`src/rtl/i2cMtxPkg.sv`:
```
package i2cMtxPkg;
  localparam int BYTE_W = 8;
  localparam int CNT_W = $clog2(BYTE_W + 1);

  typedef enum logic [2:0] {
    ST_IDLE,
    ST_START,
    ST_HOLD,
    ST_XFER,
    ST_STOP
  } busStateT;

  // control -> datapath strobes
  typedef struct packed {
    logic runTimer;
    logic loadShift;
    logic shiftBit;
    logic sampleAck;
  } dpStrobeT;
endpackage

```
`src/rtl/i2cMtxDatapath.sv`:
```
module i2cMtxDatapath
  import i2cMtxPkg::*;
#(
  parameter int QUARTER = 25
) (
  input  logic              clk,
  input  logic              rstN,
  input  dpStrobeT          strobe,
  input  logic              dataWr,
  input  logic [BYTE_W-1:0] dataIn,
  input  logic              sdaIn,
  output logic              qEnd,
  output logic [1:0]        quarter,
  output logic [CNT_W-1:0]  bitCnt,
  output logic              txBit,
  output logic              bufValid,
  output logic              sdaNow,
  output logic              nackFlag
);
  localparam int DIV_W = (QUARTER > 1) ? $clog2(QUARTER) : 1;

  logic [DIV_W-1:0]  divCnt;
  logic [BYTE_W-1:0] shiftReg;
  logic [BYTE_W-1:0] bufData;
  logic              sdaMeta;
  logic              sdaSync;

  assign qEnd   = strobe.runTimer && (divCnt == DIV_W'(QUARTER - 1));
  assign txBit  = shiftReg[BYTE_W-1];
  assign sdaNow = sdaSync;

  // two-flop synchronizer on the sensed data line
  always_ff @(posedge clk) begin
    if (!rstN) begin
      sdaMeta <= 1'b1;
      sdaSync <= 1'b1;
    end else begin
      sdaMeta <= sdaIn;
      sdaSync <= sdaMeta;
    end
  end

  // quarter-bit timer
  always_ff @(posedge clk) begin
    if (!rstN || !strobe.runTimer) begin
      divCnt  <= '0;
      quarter <= '0;
    end else if (qEnd) begin
      divCnt  <= '0;
      quarter <= quarter + 2'd1;
    end else begin
      divCnt <= divCnt + DIV_W'(1);
    end
  end

  // shifter and bit counter
  always_ff @(posedge clk) begin
    if (!rstN) begin
      shiftReg <= '0;
      bitCnt   <= '0;
    end else if (strobe.loadShift) begin
      shiftReg <= bufData;
      bitCnt   <= '0;
    end else if (strobe.shiftBit) begin
      shiftReg <= {shiftReg[BYTE_W-2:0], 1'b0};
      bitCnt   <= bitCnt + CNT_W'(1);
    end
  end

  // one-deep holding register
  always_ff @(posedge clk) begin
    if (!rstN) begin
      bufValid <= 1'b0;
      bufData  <= '0;
    end else if (strobe.loadShift) begin
      bufValid <= 1'b0;
    end else if (dataWr && !bufValid) begin
      bufValid <= 1'b1;
      bufData  <= dataIn;
    end
  end

  always_ff @(posedge clk) begin
    if (!rstN)                 nackFlag <= 1'b0;
    else if (strobe.sampleAck) nackFlag <= sdaSync;
  end

  // a write into a full holding register leaves its content alone
  a_r8_full_write_ignored: assert property (@(posedge clk) disable iff (!rstN)
    (bufValid && dataWr && !strobe.loadShift) |=> (bufData == $past(bufData)));

  // the counter never runs past the acknowledge slot
  a_r3_bit_range: assert property (@(posedge clk) disable iff (!rstN)
    bitCnt <= CNT_W'(BYTE_W));
endmodule

```
`src/rtl/i2cMtxControl.sv`:
```
module i2cMtxControl
  import i2cMtxPkg::*;
(
  input  logic             clk,
  input  logic             rstN,
  input  logic             cmdStart,
  input  logic             cmdStop,
  input  logic             intMode,
  input  logic             clrStatus,
  input  logic             qEnd,
  input  logic [1:0]       quarter,
  input  logic [CNT_W-1:0] bitCnt,
  input  logic             txBit,
  input  logic             bufValid,
  input  logic             sdaNow,
  output dpStrobeT         strobe,
  output logic             sclOe,
  output logic             sdaOe,
  output logic             txIrq,
  output logic             ackIrq,
  output logic             nackIrq,
  output logic             condIrq,
  output logic             txPend,
  output logic             ackPend,
  output logic             nackPend,
  output logic             condPend
);
  busStateT state, stateNext;
  logic stopPend, frameDone, condDone;
  logic sclNext, sdaNext, condPhase;
  logic bitEnd, lastBit;

  assign bitEnd  = qEnd && (quarter == 2'd3);
  assign lastBit = (bitCnt == CNT_W'(BYTE_W));

  always_comb begin
    stateNext       = state;
    strobe          = '0;
    strobe.runTimer = (state == ST_START) || (state == ST_XFER) || (state == ST_STOP);
    frameDone       = 1'b0;
    condDone        = 1'b0;
    unique case (state)
      ST_IDLE:  if (cmdStart) stateNext = ST_START;
      ST_START: if (bitEnd) begin
        stateNext = ST_HOLD;
        condDone  = 1'b1;
      end
      ST_HOLD: begin
        if (bufValid) begin
          strobe.loadShift = 1'b1;
          stateNext        = ST_XFER;
        end else if (stopPend) begin
          stateNext = ST_STOP;
        end
      end
      ST_XFER: if (bitEnd) begin
        if (!lastBit) begin
          strobe.shiftBit = 1'b1;
        end else begin
          strobe.sampleAck = 1'b1;
          frameDone        = 1'b1;
          if (bufValid) strobe.loadShift = 1'b1;
          else if (stopPend) stateNext = ST_STOP;
          else stateNext = ST_HOLD;
        end
      end
      ST_STOP: if (bitEnd) begin
        stateNext = ST_IDLE;
        condDone  = 1'b1;
      end
      default: stateNext = ST_IDLE;
    endcase
  end

  // line drive: 1 = pull low
  always_comb begin
    sclNext   = 1'b0;
    sdaNext   = 1'b0;
    condPhase = ((state == ST_START) || (state == ST_STOP)) && quarter[1];
    unique case (state)
      ST_START: sdaNext = quarter[1];
      ST_HOLD: begin
        sclNext = 1'b1;
        sdaNext = 1'b1;
      end
      ST_XFER: begin
        sclNext = !quarter[1];
        sdaNext = lastBit ? 1'b0 : !txBit;
      end
      ST_STOP: begin
        sclNext = !quarter[1];
        sdaNext = (quarter != 2'd3);
      end
      default: ;
    endcase
  end

  always_ff @(posedge clk) begin
    if (!rstN) begin
      state    <= ST_IDLE;
      stopPend <= 1'b0;
      sclOe    <= 1'b0;
      sdaOe    <= 1'b0;
    end else begin
      state <= stateNext;
      if (state == ST_STOP)                   stopPend <= 1'b0;
      else if (cmdStop && state != ST_IDLE)   stopPend <= 1'b1;
      sclOe <= sclNext;
      // data moves only under a low clock, or inside a condition phase
      if (sclOe || condPhase) sdaOe <= sdaNext;
    end
  end

  always_ff @(posedge clk) begin
    if (!rstN) begin
      {txIrq, ackIrq, nackIrq, condIrq}     <= '0;
      {txPend, ackPend, nackPend, condPend} <= '0;
    end else begin
      txIrq    <= frameDone && intMode;
      ackIrq   <= frameDone && !intMode && !sdaNow;
      nackIrq  <= frameDone && !intMode && sdaNow;
      condIrq  <= condDone;
      txPend   <= (txPend   && !clrStatus) || txIrq;
      ackPend  <= (ackPend  && !clrStatus) || ackIrq;
      nackPend <= (nackPend && !clrStatus) || nackIrq;
      condPend <= (condPend && !clrStatus) || condIrq;
    end
  end

  a_r3_sda_moves_under_low_clock: assert property (@(posedge clk) disable iff (!rstN)
    (!$stable(sdaOe) && !$past(sclOe)) |->
      ($past(state) == ST_START || $past(state) == ST_STOP));

  a_r7_frame_irq_onehot: assert property (@(posedge clk) disable iff (!rstN)
    $onehot0({txIrq, ackIrq, nackIrq}));

  a_r11_tx_sticky: assert property (@(posedge clk) disable iff (!rstN)
    txIrq |=> txPend);

  a_r11_cond_sticky: assert property (@(posedge clk) disable iff (!rstN)
    condIrq |=> condPend);

  a_r11_clear: assert property (@(posedge clk) disable iff (!rstN)
    (clrStatus && !ackIrq && !nackIrq) |=> (!ackPend && !nackPend));
endmodule

```
`src/rtl/i2cMasterTx.sv`:
```
module i2cMasterTx
  import i2cMtxPkg::*;
#(
  parameter int QUARTER = 25
) (
  input  logic       clk,
  input  logic       rstN,
  input  logic       cmdStart,
  input  logic       cmdStop,
  input  logic       dataWr,
  input  logic [7:0] dataIn,
  input  logic       intMode,
  input  logic       clrStatus,
  input  logic       sdaIn,
  output logic       sclOe,
  output logic       sdaOe,
  output logic       txIrq,
  output logic       ackIrq,
  output logic       nackIrq,
  output logic       condIrq,
  output logic       txPend,
  output logic       ackPend,
  output logic       nackPend,
  output logic       condPend,
  output logic       nackFlag
);
  dpStrobeT         strobe;
  logic             qEnd, txBit, bufValid, sdaNow;
  logic [1:0]       quarter;
  logic [CNT_W-1:0] bitCnt;

  i2cMtxControl u_ctrl (
    .clk, .rstN, .cmdStart, .cmdStop, .intMode, .clrStatus,
    .qEnd, .quarter, .bitCnt, .txBit, .bufValid, .sdaNow,
    .strobe, .sclOe, .sdaOe, .txIrq, .ackIrq, .nackIrq, .condIrq,
    .txPend, .ackPend, .nackPend, .condPend
  );

  i2cMtxDatapath #(.QUARTER(QUARTER)) u_dp (
    .clk, .rstN, .strobe, .dataWr, .dataIn, .sdaIn,
    .qEnd, .quarter, .bitCnt, .txBit, .bufValid, .sdaNow, .nackFlag
  );

  // the request kind agrees with the latched acknowledge level
  a_r5_ack_irq_flag: assert property (@(posedge clk) disable iff (!rstN)
    ackIrq |-> !nackFlag);
  a_r5_nack_irq_flag: assert property (@(posedge clk) disable iff (!rstN)
    nackIrq |-> nackFlag);
endmodule

```
`config.mk`:
```
export PLATFORM = sky130hd
export DESIGN_NAME = i2cMasterTx
export DESIGN_NICKNAME = d
export VERILOG_FILES = /design/src/rtl/i2cMtxPkg.sv /design/src/rtl/i2cMtxDatapath.sv /design/src/rtl/i2cMtxControl.sv /design/src/rtl/i2cMasterTx.sv
export SDC_FILE = /design/constraint.sdc
export NUM_CORES = 1
export LEC_CHECK = 0
export BUFFER_PORTS_ARGS = -buffer_cell sky130_fd_sc_hd__buf_2
export CORE_ASPECT_RATIO = 0.6
export CORE_MARGIN = 2
export CORE_UTILIZATION = 51
export CTS_CLUSTER_DIAMETER = 100
export DETAILED_ROUTE_END_ITERATION = 6
export GPL_TIMING_DRIVEN = 0
export PLACE_DENSITY_LB_ADDON = 0.2
export SLEW_MARGIN = 20
export SYNTH_ARGS = -nofsm -noshare
export SYNTH_HDL_FRONTEND = slang
export SYNTH_HIERARCHICAL = 1
export SYNTH_SLANG_ARGS = --single-unit
export TNS_END_PERCENT = 10
```
`constraint.sdc`:
```
create_clock -name clk -period 2.4 [get_ports clk]
set_clock_uncertainty 0.05 [all_clocks]
set_input_delay 0.24 -clock clk [delete_from_list [all_inputs] [get_ports clk]]
set_output_delay 0.24 -clock clk [all_outputs]
set_load 0.02 [all_outputs]
```
Yosys cells after proc, flatten, opt, wreduce, memory -nomap -nowiden --
Cells that the tools add are included.
Cells by class: add/subtract/negate cells 3, eq/ne operators 15, muxes and demuxes 25, bitwise logic cells 2, reduce and logical (&&, ||, !) cells 41
Operators with widths (number):
- 3-bit two-way mux | 10
- 8-bit two-way mux | 2
- 3-bit case mux with 5 select lines | 1
- 1-bit logical AND | 13
- 2-bit OR reduction | 5
- 1-bit logical OR | 9
- 1-bit zero test | 8
- 1-bit two-way mux | 8
- 2-bit by 1-bit inequality test with 1-bit output, second input constant | 4
- 7-bit AND reduction | 1
- 3-bit by 2-bit == test with 1-bit output, second input constant | 2
- 2-bit inequality test, second input constant | 3
- 5-bit by 1-bit adder with 5-bit output, second input constant | 1
- 5-bit == test, second input constant | 1
- 4-bit by 1-bit adder with 4-bit output, second input constant | 1
- 4-bit == test, second input constant | 1
- 1-bit case mux with 2 select lines | 2
- 1-bit case mux with 4 select lines | 1
- 2-bit AND reduction | 2
- 3-bit by 1-bit == test with 1-bit output, second input constant | 1
- 3-bit == test, second input constant | 1
- 3-bit zero test | 1
- 3-bit by 1-bit inequality test with 1-bit output, second input constant | 1
- 3-bit nonzero test | 1
- 5 further kinds | 6
Storage, ports and cells: register bits 45, input port bits 16, output and inout port bits 11, logic and storage cells 107

Depth between registers and ports, before layout --
Gate-level depths: netlist (run 1).
depth in word-level cells 9, mapped depth 14, gate-level depth less buffers 11

Hierarchy --
The synthesis (run 1) kept the hierarchy.
Modules (own cells, without submodules):
- i2cMtxDatapath | times used 1, cells each 129, area an instance 1276.2 um^2
- i2cMtxControl | times used 1, cells each 88, area an instance 744.5 um^2

Least setup slack after synthesis (run 1) --
Ideal clock, no wire load.
kind flip-flop to flip-flop, start register u_ctrl.state[1], end register u_dp.bufData[0], library setup time 0.116 ns, data arrival time 2.228 ns, required time 2.234 ns, setup slack 0.006 ns, cell stages (with the launch flop) 15, path buffers 3, cells stage by stage dfxtp_1 > buf_2 > nor2_1 > nand2_1 > nand2_1 > inv_1 > nor2_1 > and4_1 > and3b_2 > o21a_1 > buf_6 > nor3b_2 > buf_4 > mux2i_1 > nor2b_1
RTL lines:
- from (decl) | line i2cMtxControl.sv:28 | busStateT state, stateNext;
- from (signal assigned) | line i2cMtxControl.sv:105 | state <= stateNext;
- to (signal assigned) | line i2cMtxDatapath.sv:79 | bufData <= dataIn;
- to (decl) | line i2cMtxDatapath.sv:24 | logic [BYTE_W-1:0] bufData;

==> metrics.txt, run 1 <==
# TYPE chip_impl_metric gauge
chip_impl_metric{name="cp.required",unit="ns"} 2.54
chip_impl_info{name="synthTopCellsByCount",value="sky130_fd_sc_hd__dfxtp_1 (45), sky130_fd_sc_hd__nand2_1 (19), sky130_fd_sc_hd__nor2b_1 (18), sky130_fd_sc_hd__mux2i_1 (17), sky130_fd_sc_hd__nor2_1 (16)"} 1
chip_impl_metric{name="timing_max_transition_violations_final",unit=""} 0
chip_impl_metric{name="gp_congestion",unit=""} 0.861
chip_impl_metric{name="layoutNonFillerInstCount",unit=""} 309
chip_impl_metric{name="design.portCount",unit=""} 27
chip_impl_metric{name="core_area",unit="mm²"} 0.00374
chip_impl_metric{name="final_area",unit="mm²"} 0.00247
chip_impl_metric{name="post_cts_hold_buffer_count",unit=""} 0
chip_impl_metric{name="postRouteWirelength",unit="mm"} 4.10
chip_impl_metric{name="power.ir.vdd_worst",unit="mV"} 0.445
chip_impl_metric{name="num_vias",unit=""} 1602
chip_impl_info{name="cp-start-kind",value="register"} 1
chip_impl_metric{name="buffer_ports.inserted",unit=""} 26
chip_impl_metric{name="detailed_place.area",unit="mm²"} 0.00221
chip_impl_metric{name="grt_pass1_vias",unit=""} 1397
chip_impl_metric{name="areaGrowthSynthToFinish",unit="%"} 22.2
chip_impl_info{name="crit_chain",value="nor2_2, nand2_2, nand2_2, inv_1, nor2_2, and4_4, and3b_2, o21a_1, buf_6, buf_12, buf_4, o21ai_0, and2_1"} 1
chip_impl_metric{name="syn_area",unit="mm²"} 0.00202
chip_impl_metric{name="htree_levels",unit=""} 2
chip_impl_info{name="hp-class",value="in -> reg"} 1
chip_impl_metric{name="grt_antenna_before_repair",unit=""} 0
chip_impl_metric{name="seq_area_frac_synth",unit="%"} 44.6
chip_impl_metric{name="floorplan.initialDensity",unit="%"} 54.0
chip_impl_info{name="grt_setup_unrepaired",value="false"} 1
chip_impl_metric{name="synth-edff-count",unit=""} 0
chip_impl_metric{name="pin_slew_with_the_least_headroom_to_its_limit",unit="ns"} 0.406
chip_impl_metric{name="post_route_cells_drive_above_1_share",unit="%"} 29.4
chip_impl_metric{name="critical_path_buf_inv_count",unit=""} 4
chip_impl_metric{name="yosys.cell_types.count",unit=""} 43
chip_impl_metric{name="period_share",unit="%"} 94.5
chip_impl_metric{name="power_leakage",unit="nW"} 0.992
chip_impl_info{name="critical_path.endpoint_type",value="register"} 1
chip_impl_metric{name="cts.sink_count",unit=""} 45
chip_impl_metric{name="drt_pass1_iterations",unit=""} 4
chip_impl_metric{name="netlist.area_leader.share",unit="%"} 44.6
chip_impl_metric{name="power_density",unit="mW/mm²"} 761
chip_impl_metric{name="clk_pin_slew_worst_paths",unit="ns"} 0.09
chip_impl_metric{name="overall_track_demand_over_capacity_in_global_routing",unit="%"} 19.4
chip_impl_metric{name="chipHeight",unit="µm"} 52.8
chip_impl_metric{name="postSynthRegisterBits",unit=""} 45
chip_impl_metric{name="number_of_placed_cells_counting_well_taps",unit=""} 290
chip_impl_metric{name="clk_latency",unit="ns"} 0.29
chip_impl_metric{name="cts_made_buffers",unit=""} 5
chip_impl_info{name="synth_most_common_cell",value="sky130_fd_sc_hd__dfxtp_1"} 1
chip_impl_info{name="cpMaxStageDelayCell",value="sky130_fd_sc_hd__dfxtp_4"} 1
chip_impl_metric{name="upper_clock_frequency_limit",unit="GHz"} 0.441
chip_impl_metric{name="wl_per_cell",unit="µm"} 13.3
chip_impl_metric{name="drc",unit=""} 0
chip_impl_metric{name="synthesis.area_per_instance",unit="µm²"} 9.31
chip_impl_metric{name="first_iter_violations",unit=""} 60
chip_impl_metric{name="hold_ws",unit="ns"} 0.0707
chip_impl_metric{name="arrival",unit="ns"} 2.40
chip_impl_metric{name="first_pass_grt_wire_length",unit="mm"} 6.51
chip_impl_metric{name="syn-num-nets",unit=""} 236
chip_impl_info{name="library_cell_with_the_largest_summed_area_after_synthesis",value="sky130_fd_sc_hd__dfxtp_1"} 1
chip_impl_metric{name="rows",unit=""} 17
chip_impl_info{name="timing_worst_setup_path_type",value="reg -> reg"} 1
chip_impl_metric{name="design.die.area",unit="mm²"} 0.00450
chip_impl_metric{name="fin_nets",unit=""} 280
chip_impl_metric{name="ctsLongestPathBuffers",unit=""} 2
chip_impl_metric{name="largest_net_degree_at_the_start_of_global_routing",unit=""} 15
chip_impl_info{name="most_used_flip_flop_cell_after_synthesis",value="sky130_fd_sc_hd__dfxtp_1"} 1
chip_impl_info{name="clock-root-buffer",value="sky130_fd_sc_hd__clkbuf_8"} 1
chip_impl_info{name="worst_hold_startpoint",value="sdaIn"} 1
chip_impl_info{name="synthTopCellsByArea",value="sky130_fd_sc_hd__dfxtp_1 (45%), sky130_fd_sc_hd__mux2i_1 (8.4%), sky130_fd_sc_hd__nor2b_1 (5.6%), sky130_fd_sc_hd__nand2_1 (3.5%), sky130_fd_sc_hd__o21ai_0 (3.0%)"} 1
chip_impl_info{name="tritoncts",value="done"} 1
chip_impl_metric{name="final-hold-violation-count",unit=""} 0
chip_impl_metric{name="global_route.overflow_total",unit=""} 0
chip_impl_metric{name="via_per_inst",unit=""} 5.18
chip_impl_metric{name="drtAntennaViolNets",unit=""} 0
chip_impl_metric{name="worstPathMaxFanout",unit=""} 10
chip_impl_metric{name="asyncSetResetFlopFracSynth",unit="%"} 0
chip_impl_metric{name="slew-limit-headroom",unit="%"} 72.9
chip_impl_info{name="cp_top_family",value="simple AND/OR/NAND/NOR gates"} 1
chip_impl_metric{name="syn-instance-count",unit=""} 217
chip_impl_metric{name="die_width",unit="µm"} 85.3
chip_impl_metric{name="antenna-diode-count",unit=""} 0
chip_impl_info{name="worst_setup_path_startpoint",value="u_ctrl/state[0]$_SDFFE_PN0P_"} 1
chip_impl_metric{name="yosys_warnings",unit=""} 6
chip_impl_metric{name="layout_min_cycle_time",unit="ns"} 2.27
chip_impl_metric{name="cap_violations",unit=""} 0
chip_impl_metric{name="place_hpwl",unit="mm"} 2.81
chip_impl_info{name="critical_path.reg2reg.startpoint",value="u_ctrl/state[0]$_SDFFE_PN0P_"} 1
chip_impl_metric{name="utilization",unit="%"} 65.9
chip_impl_metric{name="slowest_delay",unit="ns"} 0.38
chip_impl_info{name="result_of_the_run",value="finished, final reports clean"} 1
chip_impl_metric{name="setup_viol",unit=""} 0
cells by family (layout without fill, tap and decap cells):
group / after synthesis / after routing / share of synthesized area, %
simple gates: 87 / 87 / 24.5
flops: 45 / 45 / 44.6
compound gates: 37 / 37 / 12.0
buf+inv: 19 / 64 / 4.71
mux: 17 / 17 / 8.42
xor+xnor: 9 / 9 / 3.90
fa+ha+maj: 3 / 3 / 1.86
layer usage:
metal / GRT usage [%] / share of wire (%) / up-vias
met5: 0 / 0 / -
met4: 5.03 / 0.24 / 0
met3: 8.35 / 5.8 / 4
met2: 27.3 / 43 / 38
met1: 26.9 / 51 / 734
li1: - / - / 826
worst paths after layout:
check,endpoint,slack [ns],cells after the start
worst min register to register,u_dp/sdaNow$_SDFF_PN1_,0.36,1
worst min-delay path,u_dp/sdaMeta$_SDFF_PN1_,0.07,2
worst max register to register,u_dp/shiftReg[2]$_SDFFE_PN0P_,0.13,13
worst max-delay path,u_dp/shiftReg[2]$_SDFFE_PN0P_,0.13,13
final cells by class:
| cell class | instances | area [µm²] |
|---|---|---|
| flip-flops and latches | 45 | 912 |
| clock buffers | 6 | 82.6 |
| well taps | 47 | 58.8 |
| clock inverters | 2 | 13.8 |
| fillers | 319 | 1270 |
| repair buffers | 39 | 240 |
| plain buffers | 10 | 82.6 |
| multi-input cells | 153 | 1050 |
| inverters | 7 | 28.8 |
through the flow:
step	setup TNS, ns	total power, mW	worst slack, ns
final	0	1.88	0.133
after global routing	0	2.00	0.00856
after CTS	0	1.80	0.00828
after detailed placement	-6.19	1.27	-0.367
after global placement	-5.61	1.26	-0.347
after floorplan	0	1.17	0.00636
flip-flops by register name (all words and copies together) (netlist names), 2 cells and up:
register / count
u_dp/bufData: 8
u_dp/shiftReg: 8
u_dp/divCnt: 5
u_dp/bitCnt: 4
u_ctrl/state: 3
u_dp/quarter: 2
power breakdown:
group	switching (mW)	internal (mW)
Sequential	0.0578	0.809
Combinational	0.268	0.256
Clock	0.253	0.233
Total	0.580	1.30
cell usage in the layout (no fill, tap or decap), types with 4 or more instances in the layout:
cell type / n
sky130_fd_sc_hd__nor2_1: 14
sky130_fd_sc_hd__mux2i_1: 15
sky130_fd_sc_hd__dfxtp_1: 40
sky130_fd_sc_hd__xor2_1: 5
sky130_fd_sc_hd__o21ai_0: 12
sky130_fd_sc_hd__nand2_1: 16
sky130_fd_sc_hd__a21oi_1: 6
sky130_fd_sc_hd__buf_2: 26
sky130_fd_sc_hd__and2_1: 7
sky130_fd_sc_hd__o21a_1: 6
sky130_fd_sc_hd__nand3_1: 5
sky130_fd_sc_hd__xnor2_1: 4
sky130_fd_sc_hd__buf_4: 15
sky130_fd_sc_hd__clkbuf_8: 6
sky130_fd_sc_hd__inv_1: 6
sky130_fd_sc_hd__nand2_2: 4
sky130_fd_sc_hd__nor2b_1: 18
sky130_fd_sc_hd__nand2b_1: 4
repair_timing:
action	4_1_cts	5_1_grt
hold endpoints to repair	0	0
gates resized for setup	15	14
setup endpoints to repair	21	16
buffers inserted	2	11
pin swaps	0	5
Note: power is estimated with default switching activity, not from simulation.
==> run 2, diff against run 1 <==
--- a/config.mk
+++ b/config.mk
@@ -5,6 +5,7 @@
 export SDC_FILE = /design/constraint.sdc
 export NUM_CORES = 1
 export LEC_CHECK = 0
+export ABC_AREA = 1
 export BUFFER_PORTS_ARGS = -buffer_cell sky130_fd_sc_hd__buf_2
 export CORE_ASPECT_RATIO = 0.6
 export CORE_MARGIN = 2
==> run 2 against run 1 <==
  * Sequential share of layout area is 0.74 points higher
  * Fmax fell by 0.34%
  * Critical path depth up 2
  * Clock-buffer cell count shrank 1
  * Area after synthesis is 1.2% lower
  * First-iteration DRC count shrank 30%
  * Sequential cell count unchanged
  * Non-clock buffer count down 15
  * Highest routed layer unchanged
  * Core utilization shrank 1.3 points
  * Combinational power increased by 34%
  * Wire length is 7.9% lower
  * Synthesized cell count up 18%
==> metrics.txt, run 2 <==
# TYPE chip_impl_metric gauge
chip_impl_metric{name="syn_area",unit="mm²"} 0.00200
chip_impl_info{name="critical_path.endpoint_type",value="register"} 1
chip_impl_metric{name="final-hold-violation-count",unit=""} 0
chip_impl_metric{name="largest_net_degree_at_the_start_of_global_routing",unit=""} 16
chip_impl_metric{name="drc",unit=""} 0
chip_impl_metric{name="power_leakage",unit="nW"} 1.05
chip_impl_metric{name="rows",unit=""} 17
chip_impl_metric{name="postSynthRegisterBits",unit=""} 45
chip_impl_metric{name="chipHeight",unit="µm"} 52.5
chip_impl_info{name="cp-start-kind",value="register"} 1
chip_impl_info{name="most_used_flip_flop_cell_after_synthesis",value="sky130_fd_sc_hd__dfxtp_1"} 1
chip_impl_metric{name="cap_violations",unit=""} 0
chip_impl_metric{name="gp_congestion",unit=""} 0.846
chip_impl_info{name="hp-class",value="in -> reg"} 1
chip_impl_metric{name="fin_nets",unit=""} 310
chip_impl_info{name="synth_most_common_cell",value="sky130_fd_sc_hd__nor2_1"} 1
chip_impl_metric{name="post_cts_hold_buffer_count",unit=""} 0
chip_impl_metric{name="netlist.area_leader.share",unit="%"} 45.1
chip_impl_metric{name="timing_max_transition_violations_final",unit=""} 0
chip_impl_info{name="mostFrequentLayoutCell",value="sky130_fd_sc_hd__nor2_1"} 1
chip_impl_metric{name="design.portCount",unit=""} 27
chip_impl_metric{name="yosys.cell_types.count",unit=""} 34
chip_impl_metric{name="post_route_cells_drive_above_1_share",unit="%"} 28.4
chip_impl_metric{name="arrival",unit="ns"} 2.46
chip_impl_metric{name="period_share",unit="%"} 94.8
chip_impl_metric{name="reg2regPathDepth",unit=""} 15
chip_impl_metric{name="cp.required",unit="ns"} 2.58
chip_impl_info{name="synthTopCellsByCount",value="sky130_fd_sc_hd__nor2_1 (46), sky130_fd_sc_hd__dfxtp_1 (45), sky130_fd_sc_hd__nand2_1 (29), sky130_fd_sc_hd__inv_1 (23), sky130_fd_sc_hd__o21ai_0 (15)"} 1
chip_impl_metric{name="utilization",unit="%"} 64.7
chip_impl_info{name="library_cell_with_the_largest_summed_area_after_synthesis",value="sky130_fd_sc_hd__dfxtp_1"} 1
chip_impl_metric{name="upper_clock_frequency_limit",unit="GHz"} 0.440
chip_impl_metric{name="areaGrowthSynthToFinish",unit="%"} 19.9
chip_impl_metric{name="drt_pass1_iterations",unit=""} 7
chip_impl_info{name="synthTopCellsByArea",value="sky130_fd_sc_hd__dfxtp_1 (45%), sky130_fd_sc_hd__nor2_1 (8.6%), sky130_fd_sc_hd__nand2_1 (5.5%), sky130_fd_sc_hd__inv_1 (4.3%), sky130_fd_sc_hd__o21ai_0 (3.8%)"} 1
chip_impl_metric{name="number_of_placed_cells_counting_well_taps",unit=""} 328
chip_impl_metric{name="yosys_warnings",unit=""} 6
chip_impl_metric{name="buffer_ports.inserted",unit=""} 26
chip_impl_metric{name="syn-num-nets",unit=""} 274
chip_impl_metric{name="seq_area_frac_synth",unit="%"} 45.1
chip_impl_metric{name="detailed_place.area",unit="mm²"} 0.00219
chip_impl_info{name="largest_registers",value="u_dp/bufData: 8 flops, u_dp/shiftReg: 8 flops, u_dp/divCnt: 5 flops"} 1
chip_impl_metric{name="cts_made_buffers",unit=""} 5
chip_impl_metric{name="clk_latency",unit="ns"} 0.30
chip_impl_metric{name="num_vias",unit=""} 1651
chip_impl_metric{name="syn-instance-count",unit=""} 255
chip_impl_metric{name="htree_levels",unit=""} 2
chip_impl_metric{name="pin_slew_with_the_least_headroom_to_its_limit",unit="ns"} 0.324
chip_impl_metric{name="worst_hold_path.num_cells",unit=""} 2
chip_impl_metric{name="wl_per_cell",unit="µm"} 11.1
chip_impl_info{name="result_of_the_run",value="finished, final reports clean"} 1
chip_impl_metric{name="asyncSetResetFlopFracSynth",unit="%"} 0
chip_impl_metric{name="hold_ws",unit="ns"} 0.0679
chip_impl_metric{name="final_area",unit="mm²"} 0.00239
chip_impl_metric{name="power_density",unit="mW/mm²"} 956
chip_impl_info{name="timing_worst_setup_path_type",value="reg -> reg"} 1
chip_impl_metric{name="layout_min_cycle_time",unit="ns"} 2.27
chip_impl_metric{name="ctsLongestPathBuffers",unit=""} 2
chip_impl_metric{name="synth-edff-count",unit=""} 0
chip_impl_metric{name="drtAntennaViolNets",unit=""} 0
chip_impl_metric{name="die_width",unit="µm"} 84.8
chip_impl_metric{name="first_iter_violations",unit=""} 42
chip_impl_metric{name="setup_tns",unit="ns"} 0
chip_impl_metric{name="via_per_inst",unit=""} 4.87
chip_impl_info{name="layout.cells.most_common_list",value="sky130_fd_sc_hd__nor2_1 (45), sky130_fd_sc_hd__dfxtp_1 (44), sky130_fd_sc_hd__nand2_1 (29)"} 1
chip_impl_metric{name="design.die.area",unit="mm²"} 0.00445
chip_impl_metric{name="total_power",unit="mW"} 2.29
chip_impl_metric{name="first_pass_grt_wire_length",unit="mm"} 6.21
chip_impl_metric{name="synthesis.area_per_instance",unit="µm²"} 7.83
chip_impl_metric{name="placement.setup.worst_slack",unit="ns"} -0.199
chip_impl_metric{name="multi_input_area",unit="µm²"} 985
chip_impl_info{name="tritoncts",value="done"} 1
chip_impl_metric{name="regArea",unit="µm²"} 902
chip_impl_metric{name="layoutNonFillerInstCount",unit=""} 339
chip_impl_metric{name="worstPathMaxFanout",unit=""} 10
chip_impl_metric{name="postRouteWirelength",unit="mm"} 3.77
chip_impl_metric{name="overall_track_demand_over_capacity_in_global_routing",unit="%"} 18.1
chip_impl_metric{name="setup_slack",unit="ns"} 0.125
chip_impl_metric{name="clk_pin_slew_worst_paths",unit="ns"} 0.09
chip_impl_metric{name="power.ir.vdd_worst",unit="mV"} 0.565
chip_impl_metric{name="setup_viol",unit=""} 0
chip_impl_metric{name="cts.sink_count",unit=""} 45
chip_impl_metric{name="fillerInstances",unit=""} 336
chip_impl_metric{name="floorplan.initialDensity",unit="%"} 54.0
chip_impl_metric{name="grt_antenna_before_repair",unit=""} 0
chip_impl_metric{name="core_area",unit="mm²"} 0.00370
chip_impl_metric{name="antenna-diode-count",unit=""} 0
chip_impl_metric{name="grt_pass1_vias",unit=""} 1381
chip_impl_info{name="clock-root-buffer",value="sky130_fd_sc_hd__clkbuf_8"} 1
chip_impl_metric{name="place_hpwl",unit="mm"} 2.70
chip_impl_metric{name="global_route.overflow_total",unit=""} 0
chip_impl_metric{name="slew-limit-headroom",unit="%"} 78.4
run 2: cell count changes after synthesis, sizes merged, moves of 4 or more:
cell    before  now
a21oi        6   13
and2         7    0
buf          8    4
inv          7   29
mux2i       17    0
nand2       20   38
nand2b       4    0
nand3        5   16
nor2        16   56
nor2b       18    0
nor3         2   14
o21a         6    0
o21ai       13   22
run 2: worst paths after layout:
check	from	slack, ns	end
max	u_ctrl/state[1]$_SDFFE_PN0P_	0.13	u_dp/shiftReg[5]$_SDFFE_PN0P_
min	sdaIn	0.07	u_dp/sdaMeta$_SDFF_PN1_
max reg2reg	u_ctrl/state[1]$_SDFFE_PN0P_	0.13	u_dp/shiftReg[5]$_SDFFE_PN0P_
min reg2reg	u_dp/sdaMeta$_SDFF_PN1_	0.37	u_dp/sdaNow$_SDFF_PN1_
run 2: cell type report:
type	instances	area share [%]
Sequential cell	45	37.7
Inverter	29	4.65
Multi-Input combinational cell	176	41.1
Tap cell	47	2.46
Buffer	5	1.93
Timing Repair Buffer	29	6.38
Clock buffer	5	2.88
Clock inverter	3	2.88
run 2: report_power, final:
part	internal, mW	switching, mW	total [mW]
Clock	0.419	0.264	0.683
Combinational	0.273	0.431	0.703
Sequential	0.832	0.0702	0.902
Total	1.52	0.765	2.29
run 2: worst max-delay path, cell delays in order, from the launching register on:
cell and delay, ns:
sky130_fd_sc_hd__dfxtp_1 0.31, sky130_fd_sc_hd__buf_6 0.13, sky130_fd_sc_hd__nor2_4 0.12, sky130_fd_sc_hd__nand2_2 0.10, sky130_fd_sc_hd__nand2_4 0.10, sky130_fd_sc_hd__nand3_2 0.10
sky130_fd_sc_hd__or2_4 0.27, sky130_fd_sc_hd__inv_1 0.09, sky130_fd_sc_hd__nand3_4 0.12, sky130_fd_sc_hd__o31ai_4 0.20, sky130_fd_sc_hd__buf_6 0.14, sky130_fd_sc_hd__inv_4 0.04
sky130_fd_sc_hd__buf_8 0.14, sky130_fd_sc_hd__nand2_8 0.10, sky130_fd_sc_hd__nor2_2 0.04, sky130_fd_sc_hd__nor3_2 0.15
run 2: repair_timing:
item	CTS	global route
setup buffers	1	2
resized for setup	5	5
pin swaps	1	2
endpoints found under the setup margin	21	21
run 2: metal layers:
layer / part of all wire (%) / vias to the layer above / GRT usage, %
li1: - / 894 / -
met3: 5.0 / 2 / 5.35
met4: 0.66 / 0 / 5.56
met2: 39 / 36 / 24.1
met5: 0 / - / 0
met1: 55 / 719 / 27.4
run 2: cell families after synthesis:
logic type	synth area share [%]
fa+ha+maj	1.88
simple gates	33.5
compound gates	9.84
flops	45.1
xor+xnor	1.75
buf+inv	7.89
==> run 3, diff against run 2 <==
--- a/config.mk
+++ b/config.mk
@@ -9,7 +9,7 @@
 export BUFFER_PORTS_ARGS = -buffer_cell sky130_fd_sc_hd__buf_2
 export CORE_ASPECT_RATIO = 0.6
 export CORE_MARGIN = 2
-export CORE_UTILIZATION = 51
+export CORE_UTILIZATION = 50
 export CTS_CLUSTER_DIAMETER = 100
 export DETAILED_ROUTE_END_ITERATION = 6
 export GPL_TIMING_DRIVEN = 0
==> run 3 against run 2 <==
  * Hold slack improved by 0.0078 ns
  * Sequential power up 0.8%
  * Wire length grew 11%
  * Cell area increased by 2.4%
  * Register-to-register slack got worse by 0.07 ns
  * Clock-buffer cell count grew 1
  * Fmax is 2.9% lower
  * Sequential cell count did not move
  * Global-route usage grew 0.31 points
  * Die area grew 1.9%
  * Largest cell class unchanged
==> metrics.txt, run 3 (same netlist as run 2, synthesis figures left out) <==
# TYPE chip_impl_metric gauge
chip_impl_metric{name="number_of_placed_cells_counting_well_taps",unit=""} 328
chip_impl_metric{name="met2WireLength",unit="mm"} 1.70
chip_impl_metric{name="ff2ff_setup_slack",unit="ns"} 0.06
chip_impl_info{name="worst_setup_path_startpoint",value="u_ctrl/state[1]$_SDFFE_PN0P_"} 1
chip_impl_info{name="mostFrequentLayoutCell",value="sky130_fd_sc_hd__nor2_1"} 1
chip_impl_metric{name="gp_congestion",unit=""} 0.797
chip_impl_metric{name="cp.required",unit="ns"} 2.54
chip_impl_metric{name="slowest_delay",unit="ns"} 0.32
chip_impl_metric{name="grt_pass1_vias",unit=""} 1351
chip_impl_metric{name="reg2regPathDepth",unit=""} 14
chip_impl_metric{name="upper_clock_frequency_limit",unit="GHz"} 0.427
chip_impl_metric{name="global_route.overflow_total",unit=""} 0
chip_impl_metric{name="fin_nets",unit=""} 316
chip_impl_metric{name="utilization",unit="%"} 65.5
chip_impl_metric{name="areaGrowthSynthToFinish",unit="%"} 22.7
chip_impl_info{name="layout.cells.most_common_list",value="sky130_fd_sc_hd__nor2_1 (45), sky130_fd_sc_hd__dfxtp_1 (43), sky130_fd_sc_hd__nand2_1 (29)"} 1
chip_impl_metric{name="overall_track_demand_over_capacity_in_global_routing",unit="%"} 18.4
chip_impl_metric{name="layout_min_cycle_time",unit="ns"} 2.34
chip_impl_metric{name="postRouteWirelength",unit="mm"} 4.18
chip_impl_metric{name="clk_latency",unit="ns"} 0.30
chip_impl_metric{name="timing_max_transition_violations_final",unit=""} 0
chip_impl_metric{name="drc",unit=""} 0
chip_impl_metric{name="ctsLongestPathBuffers",unit=""} 2
chip_impl_metric{name="antenna-diode-count",unit=""} 0
chip_impl_metric{name="clk_pin_slew_worst_paths",unit="ns"} 0.08
chip_impl_info{name="result_of_the_run",value="finished, final reports clean"} 1
chip_impl_metric{name="htree_levels",unit=""} 2
chip_impl_metric{name="period_share",unit="%"} 97.6
chip_impl_metric{name="drt_pass1_iterations",unit=""} 4
chip_impl_metric{name="fillerInstances",unit=""} 339
chip_impl_metric{name="power_density",unit="mW/mm²"} 924
chip_impl_info{name="critical_path.endpoint_type",value="register"} 1
chip_impl_info{name="cp-start-kind",value="register"} 1
chip_impl_metric{name="design.die.area",unit="mm²"} 0.00453
chip_impl_metric{name="via_per_inst",unit=""} 4.90
chip_impl_metric{name="total_power",unit="mW"} 2.26
chip_impl_metric{name="chipHeight",unit="µm"} 53.0
chip_impl_metric{name="slew-limit-headroom",unit="%"} 76.3
chip_impl_metric{name="wl_met3",unit="µm"} 233
chip_impl_metric{name="arrival",unit="ns"} 2.48
chip_impl_metric{name="setup_viol",unit=""} 0
chip_impl_info{name="critical_path.reg2reg.startpoint",value="u_ctrl/state[1]$_SDFFE_PN0P_"} 1
chip_impl_metric{name="worstPathMaxFanout",unit=""} 8
chip_impl_metric{name="drtAntennaViolNets",unit=""} 0
chip_impl_metric{name="placement.setup.worst_slack",unit="ns"} -0.195
chip_impl_info{name="tritoncts",value="done"} 1
chip_impl_metric{name="power_leakage",unit="nW"} 1.09
chip_impl_info{name="timing_worst_setup_path_type",value="reg -> reg"} 1
chip_impl_info{name="crit_path_end",value="u_dp/shiftReg[5]$_SDFFE_PN0P_"} 1
chip_impl_metric{name="layoutNonFillerInstCount",unit=""} 345
chip_impl_metric{name="final-hold-violation-count",unit=""} 0
chip_impl_info{name="topRoutingLayerUsed",value="met4"} 1
chip_impl_metric{name="multi_input_area",unit="µm²"} 997
chip_impl_info{name="crit-reg2reg-capture",value="u_dp/shiftReg[5]$_SDFFE_PN0P_"} 1
chip_impl_metric{name="floorplan.initialDensity",unit="%"} 53.3
chip_impl_metric{name="wl_met1",unit="mm"} 2.19
chip_impl_metric{name="setup_slack",unit="ns"} 0.0581
chip_impl_metric{name="place_hpwl",unit="mm"} 2.83
chip_impl_metric{name="buffer_ports.inserted",unit=""} 26
chip_impl_info{name="grt_setup_unrepaired",value="true"} 1
chip_impl_metric{name="cts_made_buffers",unit=""} 5
chip_impl_metric{name="core_area",unit="mm²"} 0.00374
chip_impl_metric{name="power.ir.vdd_worst",unit="mV"} 0.685
chip_impl_metric{name="first_iter_violations",unit=""} 81
chip_impl_metric{name="regArea",unit="µm²"} 903
chip_impl_metric{name="grt_antenna_before_repair",unit=""} 0
chip_impl_metric{name="die_width",unit="µm"} 85.6
chip_impl_info{name="largest_registers",value="u_dp/bufData: 8 flops, u_dp/shiftReg: 8 flops, u_dp/divCnt: 5 flops"} 1
chip_impl_metric{name="rows",unit=""} 17
chip_impl_metric{name="num_vias",unit=""} 1690
chip_impl_metric{name="cts.sink_count",unit=""} 45
chip_impl_info{name="cpMaxStageDelayCell",value="sky130_fd_sc_hd__dfxtp_2"} 1
chip_impl_info{name="clock-root-buffer",value="sky130_fd_sc_hd__clkbuf_8"} 1
chip_impl_metric{name="first_pass_grt_wire_length",unit="mm"} 6.31
chip_impl_metric{name="cap_violations",unit=""} 0
chip_impl_metric{name="largest_net_degree_at_the_start_of_global_routing",unit=""} 15
chip_impl_metric{name="post_route_cells_drive_above_1_share",unit="%"} 30.2
chip_impl_metric{name="worst_hold_path.num_cells",unit=""} 2
chip_impl_metric{name="wl_per_cell",unit="µm"} 12.1
chip_impl_info{name="crit_chain",value="buf_6, nor2_4, nand2_4, nand2_4, nand3_4, or2_4, inv_4, nand3_4, o31ai_4, buf_6, inv_6, buf_8, o21ai_1, nor3_2"} 1
chip_impl_metric{name="pin_slew_with_the_least_headroom_to_its_limit",unit="ns"} 0.356
chip_impl_info{name="hp-class",value="in -> reg"} 1
chip_impl_metric{name="design.portCount",unit=""} 27
-- run 3: cell count changes in the layout (fill, tap and decap cells not counted), sizes merged --
cell    previous run  this run
inv               30        29
bufinv             2         1
clkbuf             6         8
buf               33        38
clkinv             0         1
-- run 3: worst min-delay path by stage --
| stage | to | slack [ns] | from |
|---|---|---|---|
| finish | u_dp/sdaMeta$_SDFF_PN1_ | 0.08 | sdaIn |
| floorplan | u_dp/sdaMeta$_SDFF_PN1_ | 0.30 | sdaIn |
| global route | u_dp/sdaMeta$_SDFF_PN1_ | 0.08 | sdaIn |
| CTS | u_dp/sdaMeta$_SDFF_PN1_ | 0.07 | sdaIn |
| detailed placement | u_dp/sdaNow$_SDFF_PN1_ | 0.36 | u_dp/sdaMeta$_SDFF_PN1_ |
| global placement | u_dp/sdaNow$_SDFF_PN1_ | 0.35 | u_dp/sdaMeta$_SDFF_PN1_ |
-- run 3: power by group --
group | leakage (nW) | switching [mW] | internal [mW]
logic | 0.665 | 0.463 | 0.323
registers | 0.367 | 0.0747 | 0.834
clock network | 0.0554 | 0.257 | 0.313
-- run 3: critical path: cells and delay by family, from the launching register on --
kind / cells / cell delay, ns
and+or+nand+nor: 7 / 0.89
DFF: 1 / 0.32
AOI/OAI and AO/OA: 2 / 0.45
buffers and inverters: 5 / 0.53
-- run 3: layout make-up --
cell class	count	share of cell area, %
buffer	5	1.89
clock buffer	6	2.96
clock inverter	2	1.58
inverter	29	4.85
multi-input combinational	176	40.7
sequential	45	36.9
tap	47	2.40
timing repair buffer	35	8.78
-- run 3: per-stage QoR --
stage	instance area [µm²]	hold WS (ns)	TNS, ns
after floorplan	2000	0.297	0
after global placement	2190	0.350	-2.92
after detailed placement	2190	0.361	-3.00
after CTS	2310	0.0684	0
after global routing	2450	0.0824	-0.104
final	2450	0.0756	0
-- run 3: metal layers --
metal / GRT usage (%) / up-vias
met2: 22.7 / 33
met4: 7.94 / 0
met5: 0 / -
met3: 4.68 / 7
li1: - / 906
met1: 28.7 / 744
-- run 3: repair_timing --
action                     4_1_cts  5_1_grt
pin swaps                        1        9
hold buffers                     0        0
gates resized for setup          4       13
setup buffers                    0        8
cloned                           0        1
setup endpoints to repair       21       21
